File: src/rtl/conv_seq_pkg.sv
// Package: shared mode type and rate lookup for the conversion sequencer.
// Assumes rate codes are 4 bits; code 0 is mapped to the slowest rate.
package conv_seq_pkg;

    typedef enum logic [2:0] {
        M_CONT   = 3'd0,
        M_SINGLE = 3'd1,
        M_IDLE   = 3'd2,
        M_PDOWN  = 3'd3,
        M_ZCAL   = 3'd4,
        M_FCAL   = 3'd5,
        M_SOFF   = 3'd6,
        M_SFS    = 3'd7
    } mode_e;

    localparam int unsigned MAX_MULT = 120;

    // Period length of a rate code, in units of the base tick count.
    function automatic int unsigned rate_mult(input logic [3:0] code);
        case (code)
            4'd1:    rate_mult = 1;
            4'd2:    rate_mult = 2;
            4'd3:    rate_mult = 4;
            4'd4:    rate_mult = 8;
            4'd5:    rate_mult = 10;
            4'd6:    rate_mult = 13;
            4'd7:    rate_mult = 15;
            4'd8:    rate_mult = 26;
            4'd9:    rate_mult = 30;
            4'd10:   rate_mult = 30;
            4'd11:   rate_mult = 40;
            4'd12:   rate_mult = 50;
            4'd13:   rate_mult = 60;
            4'd14:   rate_mult = 80;
            default: rate_mult = MAX_MULT;
        endcase
    endfunction

endpackage

File: src/rtl/conv_rate_timer.sv
// Module: conv_rate_timer
// Counts system cycles through one output period chosen by the rate code.
// Flags the last cycle of each period and the cycle GUARD cycles before it.
// Assumes TICK_UNIT > GUARD so the guard cycle exists in every period.
module conv_rate_timer
    import conv_seq_pkg::*;
#(
    parameter int unsigned TICK_UNIT = 8,
    parameter int unsigned GUARD     = 2,
    parameter int unsigned CW        = 10
) (
    input  logic       clk,
    input  logic       rst_n,
    input  logic       restart,
    input  logic       run,
    input  logic [3:0] rate,
    output logic       period_end,
    output logic       guard_hit
);

    logic [CW-1:0] cnt;
    logic [CW-1:0] len;
    logic          live;

    // Period length of the current rate code.
    always_comb len = CW'(TICK_UNIT * rate_mult(rate));

    // Timer runs only when enabled and not being restarted this cycle.
    always_comb live = run && !restart;

    // End-of-period and guard-window flags.
    always_comb begin
        period_end = live && (cnt >= len - CW'(1));
        guard_hit  = live && (cnt == len - CW'(GUARD + 1));
    end

    // Tick counter: cleared by restart or stop, wraps at the period end.
    always_ff @(posedge clk) begin
        if (!rst_n)          cnt <= '0;
        else if (!live)      cnt <= '0;
        else if (period_end) cnt <= '0;
        else                 cnt <= cnt + CW'(1);
    end

endmodule

File: src/rtl/conv_mode_fsm.sv
// Module: conv_mode_fsm
// Holds the current mode and counts the periods left until the next event.
// Raises one-cycle conversion or calibration events. It moves single mode
// to power-down and calibrations to idle when they finish.
// Assumes period_end is already gated by run and restart.
module conv_mode_fsm
    import conv_seq_pkg::*;
(
    input  logic       clk,
    input  logic       rst_n,
    input  logic       mode_wr,
    input  logic [2:0] mode_wdata,
    input  logic       cfg_wr,
    input  logic [2:0] gain_code,
    input  logic       period_end,
    output mode_e      mode_q,
    output logic       restart,
    output logic       run,
    output logic       last_period,
    output logic       mode_acc,
    output logic       conv_start,
    output logic       ev_conv,
    output logic       ev_off,
    output logic       ev_fs
);

    localparam logic [2:0] GAIN_MAX = 3'b111;

    logic [2:0] pcnt;
    logic [2:0] first_len;
    logic       fcal_block;
    logic       fire;
    mode_e      wmode;

    // Decode the written mode and refuse full-scale calibration at top gain.
    always_comb begin
        wmode      = mode_e'(mode_wdata);
        fcal_block = (wmode == M_FCAL) && (gain_code == GAIN_MAX);
        mode_acc   = mode_wr && !fcal_block;
        conv_start = mode_acc && ((wmode == M_CONT) || (wmode == M_SINGLE));
    end

    // Periods needed before the first event of the newly written mode.
    always_comb begin
        if (wmode == M_FCAL && gain_code != 3'b000) first_len = 3'd4;
        else                                        first_len = 3'd2;
    end

    // Timer control and event decode.
    always_comb begin
        restart     = mode_acc || (cfg_wr && mode_q == M_CONT);
        run         = (mode_q != M_IDLE) && (mode_q != M_PDOWN);
        last_period = run && (pcnt == 3'd1);
        fire        = period_end && last_period;
        ev_conv     = fire && ((mode_q == M_CONT) || (mode_q == M_SINGLE));
        ev_off      = fire && ((mode_q == M_ZCAL) || (mode_q == M_SOFF));
        ev_fs       = fire && ((mode_q == M_FCAL) || (mode_q == M_SFS));
    end

    // Mode register and remaining-period counter.
    always_ff @(posedge clk) begin
        if (!rst_n) begin
            mode_q <= M_CONT;
            pcnt   <= 3'd2;
        end else if (mode_acc) begin
            mode_q <= wmode;
            pcnt   <= first_len;
        end else if (cfg_wr && mode_q == M_CONT) begin
            pcnt   <= 3'd2;
        end else if (period_end) begin
            if (last_period) begin
                case (mode_q)
                    M_CONT:   pcnt   <= 3'd1;
                    M_SINGLE: mode_q <= M_PDOWN;
                    default:  mode_q <= M_IDLE;
                endcase
            end else begin
                pcnt <= pcnt - 3'd1;
            end
        end
    end

endmodule

File: src/rtl/conv_result_regs.sv
// Module: conv_result_regs
// Data, offset and full-scale registers, the clamp and the status flags.
// Assumes at most one event input is high in any cycle.
module conv_result_regs #(
    parameter int unsigned W = 24
) (
    input  logic         clk,
    input  logic         rst_n,
    input  logic         ev_conv,
    input  logic         ev_off,
    input  logic         ev_fs,
    input  logic         guard_clr,
    input  logic         data_rd,
    input  logic         mode_acc,
    input  logic         conv_start,
    input  logic         coef_ok,
    input  logic         off_wr,
    input  logic         fs_wr,
    input  logic [W-1:0] coef_wdata,
    input  logic [W-1:0] raw,
    input  logic         ovr,
    input  logic         und,
    input  logic         noref,
    input  logic [2:0]   chan,
    output logic [W-1:0] data_q,
    output logic [W-1:0] off_q,
    output logic [W-1:0] fs_q,
    output logic [7:0]   status,
    output logic         done
);

    localparam logic [W-1:0] OFF_INIT = {1'b1, {(W-1){1'b0}}};
    localparam logic [W-1:0] FS_INIT  = {4'h5, {(W-4){1'b0}}};
    localparam logic         WIDE     = (W > 16);

    logic [W-1:0] clamped;
    logic         pending;
    logic         err_q;
    logic         noref_q;
    logic         ev_any;

    // Clamp the raw word: missing reference first, then range flags.
    always_comb begin
        if (noref || ovr) clamped = '1;
        else if (und)     clamped = '0;
        else              clamped = raw;
        ev_any = ev_conv || ev_off || ev_fs;
    end

    // Status byte packing; bit 7 is the inverted pending flag.
    always_comb status = {~pending, err_q, noref_q, 1'b0, WIDE, chan};

    // Pending flag: set by a stored event, cleared by read, write or guard.
    always_ff @(posedge clk) begin
        if (!rst_n)                               pending <= 1'b0;
        else if (ev_any)                          pending <= 1'b1;
        else if (mode_acc || data_rd || guard_clr) pending <= 1'b0;
    end

    // Error and no-reference flags, updated with each conversion result.
    always_ff @(posedge clk) begin
        if (!rst_n) begin
            err_q   <= 1'b0;
            noref_q <= 1'b0;
        end else if (ev_conv) begin
            err_q   <= ovr || und || noref;
            noref_q <= noref;
        end else if (conv_start) begin
            err_q   <= 1'b0;
            noref_q <= 1'b0;
        end
    end

    // Data register captures the clamped result.
    always_ff @(posedge clk) begin
        if (!rst_n)       data_q <= '0;
        else if (ev_conv) data_q <= clamped;
    end

    // Offset coefficient: calibration result or a write while stopped.
    always_ff @(posedge clk) begin
        if (!rst_n)                  off_q <= OFF_INIT;
        else if (ev_off)             off_q <= raw;
        else if (off_wr && coef_ok)  off_q <= coef_wdata;
    end

    // Full-scale coefficient: calibration result or a write while stopped.
    always_ff @(posedge clk) begin
        if (!rst_n)                  fs_q <= FS_INIT;
        else if (ev_fs)              fs_q <= raw;
        else if (fs_wr && coef_ok)   fs_q <= coef_wdata;
    end

    // One-cycle pulse alongside every stored result or coefficient.
    always_ff @(posedge clk) begin
        if (!rst_n) done <= 1'b0;
        else        done <= ev_any;
    end

endmodule

File: src/rtl/conv_seq_top.sv
// Module: conv_seq_top
// Top of the conversion mode and status sequencer: timer, mode FSM and
// result registers. Assumes the filter stub presents raw_result and its
// flags steadily around each period end.
module conv_seq_top
    import conv_seq_pkg::*;
#(
    parameter int unsigned W         = 24,
    parameter int unsigned TICK_UNIT = 8,
    parameter int unsigned GUARD     = 2
) (
    input  logic         clk,
    input  logic         rst_n,
    input  logic         mode_wr,
    input  logic [2:0]   mode_wdata,
    input  logic         cfg_wr,
    input  logic [3:0]   rate_code,
    input  logic [2:0]   gain_code,
    input  logic [2:0]   chan_sel,
    input  logic         psw_bit,
    input  logic         data_rd,
    input  logic         off_wr,
    input  logic         fs_wr,
    input  logic [W-1:0] coef_wdata,
    input  logic [W-1:0] raw_result,
    input  logic         over_range,
    input  logic         under_range,
    input  logic         ref_missing,
    output logic [W-1:0] data_out,
    output logic [W-1:0] off_out,
    output logic [W-1:0] fs_out,
    output logic [7:0]   status_out,
    output logic [2:0]   mode_out,
    output logic         psw_out,
    output logic         done_out
);

    localparam int unsigned CW = $clog2(TICK_UNIT * MAX_MULT + 1);

    mode_e mode_q;
    logic  restart, run, last_period, mode_acc, conv_start;
    logic  ev_conv, ev_off, ev_fs;
    logic  period_end, guard_hit, coef_ok;

    conv_rate_timer #(.TICK_UNIT(TICK_UNIT), .GUARD(GUARD), .CW(CW)) u_timer (
        .clk        (clk),
        .rst_n      (rst_n),
        .restart    (restart),
        .run        (run),
        .rate       (rate_code),
        .period_end (period_end),
        .guard_hit  (guard_hit)
    );

    conv_mode_fsm u_fsm (
        .clk         (clk),
        .rst_n       (rst_n),
        .mode_wr     (mode_wr),
        .mode_wdata  (mode_wdata),
        .cfg_wr      (cfg_wr),
        .gain_code   (gain_code),
        .period_end  (period_end),
        .mode_q      (mode_q),
        .restart     (restart),
        .run         (run),
        .last_period (last_period),
        .mode_acc    (mode_acc),
        .conv_start  (conv_start),
        .ev_conv     (ev_conv),
        .ev_off      (ev_off),
        .ev_fs       (ev_fs)
    );

    // Coefficient writes are allowed only while the converter is stopped.
    always_comb coef_ok = (mode_q == M_IDLE) || (mode_q == M_PDOWN);

    conv_result_regs #(.W(W)) u_regs (
        .clk        (clk),
        .rst_n      (rst_n),
        .ev_conv    (ev_conv),
        .ev_off     (ev_off),
        .ev_fs      (ev_fs),
        .guard_clr  (guard_hit && last_period),
        .data_rd    (data_rd),
        .mode_acc   (mode_acc),
        .conv_start (conv_start),
        .coef_ok    (coef_ok),
        .off_wr     (off_wr),
        .fs_wr      (fs_wr),
        .coef_wdata (coef_wdata),
        .raw        (raw_result),
        .ovr        (over_range),
        .und        (under_range),
        .noref      (ref_missing),
        .chan       (chan_sel),
        .data_q     (data_out),
        .off_q      (off_out),
        .fs_q       (fs_out),
        .status     (status_out),
        .done       (done_out)
    );

    // Mode view and the switch drive, which power-down forces open.
    always_comb begin
        mode_out = mode_q;
        psw_out  = psw_bit && (mode_q != M_PDOWN);
    end

endmodule

File: config.mk
export PLATFORM = sky130hd
export DESIGN_NAME = conv_seq_top
export DESIGN_NICKNAME = d
export VERILOG_FILES = /design/src/rtl/conv_seq_pkg.sv /design/src/rtl/conv_rate_timer.sv /design/src/rtl/conv_mode_fsm.sv /design/src/rtl/conv_result_regs.sv /design/src/rtl/conv_seq_top.sv
export SDC_FILE = /design/constraint.sdc
export NUM_CORES = 1
export LEC_CHECK = 0
export ABC_AREA = 0
export CAP_MARGIN = 10
export CORE_MARGIN = 10
export CORE_UTILIZATION = 35
export DETAILED_ROUTE_END_ITERATION = 10
export PLACE_DENSITY = 0.66
export SYNTH_ARGS = -nofsm -noshare
export SYNTH_HDL_FRONTEND = slang
export SYNTH_SLANG_ARGS = --single-unit
File: constraint.sdc
create_clock -name clk -period 10.9 [get_ports clk]
set_input_delay 3.27 -clock clk [delete_from_list [all_inputs] [get_ports clk]]
set_output_delay 3.27 -clock clk [all_outputs]
set_load 0.005 [all_outputs]
==> key figures <==
Finish
  – Fraction of layout cells with a size suffix above 1: around 15%
  – # diodes: 0
  – Area added between synthesis and finish: 35.2%
  – Fin cells: 838
  – Finished Core Util: 49.0%
  – Nets: ~740

STA
  – Actual slew at the worst max-slew pin: roughly 1200 ps
  – Relative slew slack: between 10% and 20%
  – Final Cycle Share: 75.4%
  – Fmax: about 120 MHz
  – Setup Skew: 7.70 ps
  – Final Setup Violations: 0
  – Setup TNS: 0 ps
  – Final min period: between 8000 and 9000 ps
  – RSZ-0062 raised after global routing: no
  – Hold Vio Cnt, Final: 0
  – Setup slack after layout: 2680 ps
  – Final-report max-slew violation count: 0

Pwr
  – P per Cell Area: between 100 and 150 mW/mm2
  – Maximum vdd drop: between 50 and 60 uV
  – P_leak: 0.00295 uW

Synth
  – Post-synthesis sequential area ratio: between 30% and 40%
  – Yosys top cell by area: dfxtp_1
  – Area share of and/or/nand/nor cells after synthesis: around 18%
  – Synth top area share: a little over a third
  – Ranking of synthesized cells by area: dfxtp_1 (36%), mux2i_1 (9.8%), mux2_2 (9.5%)
  – Compound-gate portion of the synthesized area: about 12%
  – YS warnings: 0
  – Synth Area in XOR/XNOR: 2.07%
  – Synth unique cells: 61
  – Mean post-synth cell area: about 9.6 um2
  – Synth cell count leaders: nand2_1 (102), dfxtp_1 (92), mux2i_1 (50), mux2_2 (43), nand2b_1 (29)
  – Mux cell area share after synthesis: 20.7%
  – Share of flip-flops with an asynchronous set or reset: 0%
  – Mapped Area: 0.00508 mm2
  – EDFF count, synth: 0
  – Count leader, synth: nand2_1
  – Largest family of logic cells by synthesized area: multiplexers
  – Gate count of the mapped netlist: 530
  – Top FF cell, synth: dfxtp_1
  – Synth Register Bits: 92
  – Post-synthesis net count: around 620
  – Post-Synth Adder-Cell Area: ~4.7%

Clock network
  – Clock sinks: 92
  – CTS HTree Levels: 3
  – CTS hold repair buffers: 0
  – Post-CTS Setup Bufs: 0
  – Clock transition at the registers of the reported paths: around 70 ps
  – CTS root buf: clkbuf_16
  – Inserted Clock Buffers: 9
  – Post-CTS resize count: 0
  – Clock Latency Late Sink: 350 ps
  – CTS tree: built
  – Max Root-Sink Buffers: 2

Critical path
  – CP max FO: 24
  – Nature of the critical path startpoint: primary input
  – Worst Path Arrival: ~8400 ps
  – Worst setup EP type: register
  – WS Path Type: primary input to register
  – Critical Path RT: between 10000 and 15000 ps

Detailed routing
  – Vias per std cell: roughly 5.0
  – DRC: 0
  – Number of DRC markers in iteration 0: 197
  – Post-DR wirelength/cell: between 15 and 20 um
  – First drt pass iteration count: 4
  – Final WL: around 15000 um
  – ANT nets after route: 0
  – Vias: 4218

Die
  – Die Ht: ~140 um
  – Total die area: 0.0198 mm2
  – CORE AREA: between 0.01 and 0.015 mm2
  – Starting Density: between 30% and 40%
  – Die X-Extent: 141 um
  – Std-Cell Rows: 43
  – Total I/O pin count: 157

Min path
  – Worst hold path type: register to register

Outcome
  – Outcome: complete, no violations

Placed design
  – Port Buffers: approximately 150
  – HPWL after detailed placement: 11100 um
  – DP Cell Count: a little over 800
  – Place WS: around 2400 ps
  – Global placer's final weighted congestion: roughly 0.80

Global routing
  – Initial antenna violation count: 0
  – GRT Overall Usage: approximately 15%
  – First-pass GRT wire length: ~24000 um
  – Vias in the first global route: ~4400
  – Largest net degree at the start of global routing: ~110
  – GRT overflow: 0

Flow run
  – Max-cap viol count: 0
==> stage by stage <==
| stage | hold WS [ps] | cell area, um2 | power (uW) |
|---|---|---|---|
| floorplan | 441 | 5080 | 417 |
| global placement | 458 | 6570 | 471 |
| detailed placement | 467 | 6570 | 474 |
| CTS | 480 | 6880 | 801 |
| global route | 513 | 6880 | 825 |
| finish | 473 | 6880 | 791 |
==> cell type report <==
| cell class | instances | area [um2] |
|---|---|---|
| fillers | 1297 | 7170 |
| flip-flops and latches | 92 | 1840 |
| inverters | 14 | 52.6 |
| repair buffers | 151 | 1500 |
| clock buffers | 10 | 239 |
| well taps | 180 | 225 |
| multi-input cells | 385 | 2950 |
| clock inverters | 6 | 70.1 |
==> routing by layer <==
metal / share of wire [%] / vias to the layer above / global-route usage (%) / routed length (um)
met5: 0 / - / 0 / 0
met4: 1.2 / 0 / 3.86 / 184
met3: 5.5 / 14 / 4.94 / 823
met2: 51 / 90 / 26.0 / 7610
met1: 42 / 2025 / 16.5 / 6230
li1: - / 2089 / - / -
==> power breakdown <==
part,switching [uW],leakage (uW),internal [uW]
Combinational,52.7,0.00205,63.9
Sequential,5.43,0.000745,344
Clock,139,0.000153,186
Total,197,0.00295,594
==> critical path, stage by stage <==
cell,delay [ps]
clkdlybuf4s50_1,630
inv_1,150
ha_1,240
mux4_2,500
inv_1,80
ha_1,180
inv_1,50
nor3_1,270
o21bai_1,160
o21ai_0,110
ha_1,340
a21oi_1,180
o21ai_0,140
a22oi_1,800
or3_1,1040
a22oi_1,230
==> logic make-up after synthesis <==
logic type / after synthesis
other: 2
buffers and inverters: 53
XOR/XNOR: 12
multiplexers: 96
AND/OR/NAND/NOR: 186
adder cells (fa/ha/maj): 19
AO/OA/AOI/OAI: 70
flip-flops: 92
==> placed cells by master (no fill, tap or decap), types with 6 or more instances in the layout <==
cell type and instances:
inv_1 13, nor3_1 6, nand3_1 6, dfxtp_1 92, mux2i_1 50, nand2b_1 29, clkbuf_16 9, a22oi_1 6
a22oi_2 20, nor2_1 17, nand2_1 102, ha_1 19, a21oi_1 7, mux2_2 43, clkdlybuf4s50_1 147, xnor2_1 7
==> flip-flops by register name, summed over array words and instances (netlist names) <==
signal          count
u_regs.data_q      24
u_regs.fs_q        24
u_regs.off_q       24
u_timer.cnt        10
u_fsm.mode_q        3
u_fsm.pcnt          3
u_regs.done         1
u_regs.err_q        1
u_regs.noref_q      1
u_regs.pending      1
==> final timing paths <==
kind | from | endpoint | slack, ps | cells past startpoint
hold / removal | u_regs.data_q[23]$_SDFFE_PN0P_ | u_regs.data_q[23]$_SDFFE_PN0P_ | 470 | 2
setup / recovery | rate_code[1] | u_regs.data_q[15]$_SDFFE_PN0P_ | 2680 | 16
setup reg to reg | u_timer.cnt[5]$_SDFF_PP0_ | u_regs.data_q[15]$_SDFFE_PN0P_ | 7450 | 6
hold reg to reg | u_regs.data_q[23]$_SDFFE_PN0P_ | u_regs.data_q[23]$_SDFFE_PN0P_ | 470 | 2
Note: power is estimated with default switching activity, not from simulation.
